File: config.mk
export PLATFORM = sky130hd
export DESIGN_NAME = ctlstat_reg
export DESIGN_NICKNAME = d
export VERILOG_FILES = /design/src/rtl/ctlstat_pkg.sv /design/src/rtl/ctlstat_cmd_decode.sv /design/src/rtl/ctlstat_flag_bank.sv /design/src/rtl/ctlstat_reg.sv
export SDC_FILE = /design/constraint.sdc
export NUM_CORES = 1
export LEC_CHECK = 0
export BUFFER_PORTS_ARGS = -buffer_cell sky130_fd_sc_hd__buf_2
export CAP_MARGIN = 20
export CORE_UTILIZATION = 39
export DETAILED_ROUTE_END_ITERATION = 10
export GPL_TIMING_DRIVEN = 0
export PLACE_DENSITY = 0.89
export REMOVE_ABC_BUFFERS = 1
export SETUP_SLACK_MARGIN = 0.2
export SYNTH_ARGS = -nofsm -noshare
export SYNTH_HDL_FRONTEND = slang
export SYNTH_HIERARCHICAL = 1
export SYNTH_SLANG_ARGS = --single-unit
File: constraint.sdc
create_clock -name clk -period 1 [get_ports clk]
set_clock_uncertainty 0.1 [all_clocks]
set_input_delay 0 -clock clk [delete_from_list [all_inputs] [get_ports clk]]
set_output_delay 0 -clock clk [all_outputs]
set_load 0.01 [all_outputs]
File: src/rtl/ctlstat_pkg.sv
package ctlstat_pkg;
  localparam int CMD_W     = 16;
  localparam int STAT_W    = 16;
  localparam int NUM_ERR   = 6;
  localparam int NUM_CTRL  = 2;
  localparam int NUM_FLAGS = NUM_CTRL + NUM_ERR;

  // internal flag order: control flags first, then errors in status-bit order
  localparam int FLG_EN  = 0;
  localparam int FLG_MS  = 1;
  localparam int FLG_ME  = 2;
  localparam int FLG_TO  = 3;
  localparam int FLG_RO  = 4;
  localparam int FLG_AB  = 5;
  localparam int FLG_TU  = 6;
  localparam int FLG_RU  = 7;

  // status word layout
  localparam int ST_EN   = 0;
  localparam int ST_MS   = 1;
  localparam int ST_ERR0 = 7;
  localparam int ST_BUSY = 13;

  typedef struct packed {
    logic [NUM_FLAGS-1:0] setMask;
    logic [NUM_FLAGS-1:0] clrMask;
  } flagCmd_t;
endpackage

File: src/rtl/ctlstat_cmd_decode.sv
module ctlstat_cmd_decode
  import ctlstat_pkg::*;
(
  input  logic             cmdWr,
  input  logic [CMD_W-1:0] cmdData,
  output flagCmd_t         cmdStb
);
  // command-word bit positions of each flag's clear/set pair
  localparam int CLR_POS [NUM_FLAGS] = '{0, 2, 6, 8, 9, 10, 11, 4};
  localparam int SET_POS [NUM_FLAGS] = '{1, 3, 7, 12, 13, 14, 15, 5};

  for (genvar i = 0; i < NUM_FLAGS; i++) begin : g_dec
    assign cmdStb.setMask[i] = cmdWr & cmdData[SET_POS[i]];
    assign cmdStb.clrMask[i] = cmdWr & cmdData[CLR_POS[i]];
  end
endmodule

File: src/rtl/ctlstat_flag_bank.sv
module ctlstat_flag_bank
  import ctlstat_pkg::*;
(
  input  logic                 clk,
  input  logic                 rstN,
  input  flagCmd_t             cmdStb,
  input  logic [NUM_FLAGS-1:0] hwSet,
  output logic [NUM_FLAGS-1:0] flags
);
  for (genvar i = 0; i < NUM_FLAGS; i++) begin : g_flag
    logic doSet, doClr;
    assign doSet = cmdStb.setMask[i] & ~cmdStb.clrMask[i];
    assign doClr = cmdStb.clrMask[i] & ~cmdStb.setMask[i];

    always_ff @(posedge clk or negedge rstN) begin
      if (!rstN)             flags[i] <= 1'b0;
      else if (hwSet[i])     flags[i] <= 1'b1;
      else if (doSet)        flags[i] <= 1'b1;
      else if (doClr)        flags[i] <= 1'b0;
    end

    AST_HW_OVER_CLEAR: assert property (@(posedge clk) disable iff (!rstN)
      hwSet[i] |=> flags[i]);
    AST_CONFLICT_HOLD: assert property (@(posedge clk) disable iff (!rstN)
      (cmdStb.setMask[i] && cmdStb.clrMask[i] && !hwSet[i]) |=> $stable(flags[i]));
  end
endmodule

File: src/rtl/ctlstat_reg.sv
module ctlstat_reg
  import ctlstat_pkg::*;
(
  input  logic              clk,
  input  logic              rstN,
  input  logic              cmdWr,
  input  logic [15:0]       cmdData,
  input  logic [5:0]        errPulse,
  input  logic              busyIn,
  output logic [15:0]       statusWord,
  output logic              errIrq
);
  flagCmd_t             cmdStb;
  logic [NUM_FLAGS-1:0] hwSet;
  logic [NUM_FLAGS-1:0] flags;

  ctlstat_cmd_decode u_dec (
    .cmdWr  (cmdWr),
    .cmdData(cmdData),
    .cmdStb (cmdStb)
  );

  assign hwSet = {errPulse, {NUM_CTRL{1'b0}}};

  ctlstat_flag_bank u_bank (
    .clk   (clk),
    .rstN  (rstN),
    .cmdStb(cmdStb),
    .hwSet (hwSet),
    .flags (flags)
  );

  always_comb begin
    statusWord = '0;
    statusWord[ST_EN] = flags[FLG_EN];
    statusWord[ST_MS] = flags[FLG_MS];
    statusWord[ST_ERR0 +: NUM_ERR] = flags[NUM_FLAGS-1:NUM_CTRL];
    statusWord[ST_BUSY] = busyIn;
  end

  assign errIrq = |flags[NUM_FLAGS-1:NUM_CTRL];

  AST_EN_SET: assert property (@(posedge clk) disable iff (!rstN)
    (cmdWr && cmdData[1] && !cmdData[0]) |=> statusWord[0]);
  AST_EN_CLR: assert property (@(posedge clk) disable iff (!rstN)
    (cmdWr && cmdData[0] && !cmdData[1]) |=> !statusWord[0]);
  AST_MS_SET: assert property (@(posedge clk) disable iff (!rstN)
    (cmdWr && cmdData[3] && !cmdData[2]) |=> statusWord[1]);
  AST_CLEAR_ALL: assert property (@(posedge clk) disable iff (!rstN)
    (cmdWr && cmdData[4] && cmdData[6] && (&cmdData[11:8]) && !cmdData[5]
     && !cmdData[7] && (cmdData[15:12] == 4'h0) && (errPulse == 6'h0)) |=> !errIrq);
  AST_HOLD_IDLE: assert property (@(posedge clk) disable iff (!rstN)
    (!cmdWr && (errPulse == 6'h0)) |=> $stable(statusWord[12:0]));
  AST_ZERO_FILL: assert property (@(posedge clk) disable iff (!rstN)
    (statusWord[6:2] == 5'h0) && (statusWord[15:14] == 2'h0));
endmodule

==> results.toml <==
[worst_setup_path]
reg2reg_from = "u_bank/flags[6]"
r2r_end = "u_bank/flags[6]"
max_stage_delay_ns = 0.38
r2r_setup_slack_ns = -0.17
crit_chain = "nor4_2, nand2_1, buf_2"
path_max_fanout = 2
cp-start-kind = "flip-flop"
arrival_ns = 1.11
cpMaxStageDelayCell = "dfrtp_1"
ff2ff_path_depth = 5
crit_end = "errIrq"
crit_start = "u_bank/flags[4]"
crit_required_ns = 0.90
criticalPathCategory = "reg -> out"
endpoint_kind = "output port"

[detailed_routing]
wl_per_cell_um = 10.6
via_per_inst = 4.60
dr.pass1.iters = 4
drt_wl_total_mm = 1.37
drc = 0
drtIter0Drc = 5
drtAntennaViolNets = 0
vias = 593

[pwr]
power_frac_seq_pct = 42.6
power.share.combinational_pct = 30.0
max-vdd-ir-drop_v = 0.000594
internal_power_w = 0.000634
powerDensity_nw_per_um2 = 954
p_leak_nw = 0.430
swShare_pct = 27.4
p_sw_w = 0.000240
pwr-share-clk_pct = 27.4

[hold_path]
min_path_type = "in -> reg"
worstHoldStart = "errPulse[2]"

[layout]
final_common_cell = "buf_2"
multiInputGateArea_um2 = 403
diodes = 0
fin_nets = 142
final_util_pct = 67.8
final_cell_mix = "buf_2, and2_2, conb_1, nor2_1"
regArea_um2 = 201
area_growth_pct = 56.7
largest-register = "u_bank/flags"
stdcell_count = 129
fill_cells = 119
top_regs = "u_bank/flags (8)"
drive_gt1_share_pct = 56.1
largest_reg_flops = 8

[placed_design]
port_buffers = 33
preCtsSetupSlack_ns = 0.00432
dp.cells = 118
gp_congestion = 0.651
hpwlAfterDp_um = 994

[grt]
grt_pass1_wl_mm = 2.18
grt_max_degree = 17
grt_usage_pct = 20.9
antenna_found_initial = 0
grt_overflow_total = 0
first_global_vias = 570

[floorplanning]
io_pins = 43
start_util_pct = 43.3
rows = 13
core-area_um2 = 1350
die_area_um2 = 1660
die_x_um = 40.7
fp.dieH_um = 40.7

[timing]
layout_setup_ws_ns = -0.211
fmax_ghz = 0.826
tns_ns = -0.571
fin_crit_sh_pct = 121
hold_viol_final = 6
slew_viol_final = 0
hold_ws_ns = -0.0653
fin_crit_ns = 1.21
rsz0062_at_grt = "true"
finalSetupViolations = 3

[clock_tree]
numCtsBuffers = 3
clk_pin_slew_ns = 0.05
h-tree-depth = 1
cts.sinks = 8
hold_buffers = 2
cts_tree = "done"
clock_latency_ns = 0.25
clk_path_buf_depth = 2
cts-root-buf = "clkbuf_4"

[synth]
yosysSeqAreaShare_pct = 34.3
synth_area_per_cell_um2 = 8.47
syn-cell-area_um2 = 584
syn_inst = 69
ys_warn_count = 6
synth.distinct_cells = 12
synth_seq_cells = 8

[run_status]
status = "complete, but fails checks"
violations = "hold timing, setup timing"

[run]
max_cap_violations = 0
==> layout make-up <==
| class | count | share of cell area [%] |
|---|---|---|
| Multi-Input combinational cell | 62 | 44.0 |
| Timing Repair Buffer | 41 | 29.5 |
| Sequential cell | 8 | 22.0 |
| Clock buffer | 3 | 2.46 |
| Tap cell | 15 | 2.05 |
==> kinds of logic (layout without fill, tap and decap cells) <==
kind of cell / Yosys count / count (layout) / synth area share (%)
and+or+nand+nor: 43 / 43 / 46.0
other: 1 / 11 / 0.642
DFF: 8 / 8 / 34.3
buffers and inverters: 9 / 44 / 12.2
AOI/OAI and AO/OA: 8 / 8 / 6.85
==> layer usage <==
layer  track usage (%)  up-vias  routed length (um)
met5                 0        -                   0
met4              17.5        0                  42
met3              1.63        4                  59
met2              39.7       26                 772
met1              19.9      266                 499
li1                  -      297                   -
==> metrics by stage <==
stage | area [um^2] | power, W
finish | 916 | 0.000874
global route | 916 | 0.000932
CTS | 877 | 0.000865
detailed placement | 734 | 0.000565
global placement | 734 | 0.000553
floorplan | 551 | 0.000470
==> power by group through the flow <==
stage                logic, W  registers, W  clock network (W)
detailed placement   0.000190      0.000375                  0
global route         0.000295      0.000375           0.000262
global placement     0.000180      0.000374                  0
CTS                  0.000245      0.000368           0.000251
floorplan           0.0000858      0.000384                  0
finish               0.000262      0.000372           0.000240
==> worst max-delay path: cells and delay by family, from the launching register on <==
family,cells,cell delay [ns]
buf+inv,1,0.14
simple gates,2,0.34
flops,1,0.38
==> cell usage after synthesis <==
cell | instances | area share, %
nor4_1 | 1 | 1.1
buf_4 | 8 | 10
nor2_1 | 9 | 5.8
a21oi_1 | 8 | 6.9
nand2b_1 | 8 | 8.6
nand2_1 | 1 | 0.64
and2_1 | 4 | 4.3
dfrtp_1 | 8 | 34
buf_6 | 1 | 1.9
and2_2 | 12 | 15
nor3b_1 | 8 | 10
conb_1 | 1 | 0.64
==> timing repair <==
action	CTS	global route
hold endpoints to repair	15	6
pin swaps	3	1
endpoints found under the setup margin	17	17
resized for setup	14	5
setup buffers	4	2
==> worst min path at each step <==
stage / to / slack, ns / depth (start not counted)
final: u_bank/flags[4] / -0.07 / 3
after global routing: u_bank/flags[5] / -0.03 / 3
after CTS: u_bank/flags[4] / -0.08 / 3
after detailed placement: u_bank/flags[1] / -0.25 / 1
after global placement: u_bank/flags[1] / -0.25 / 1
after floorplan: u_bank/flags[0] / -0.40 / 0
(Power assumes the default switching activity.)
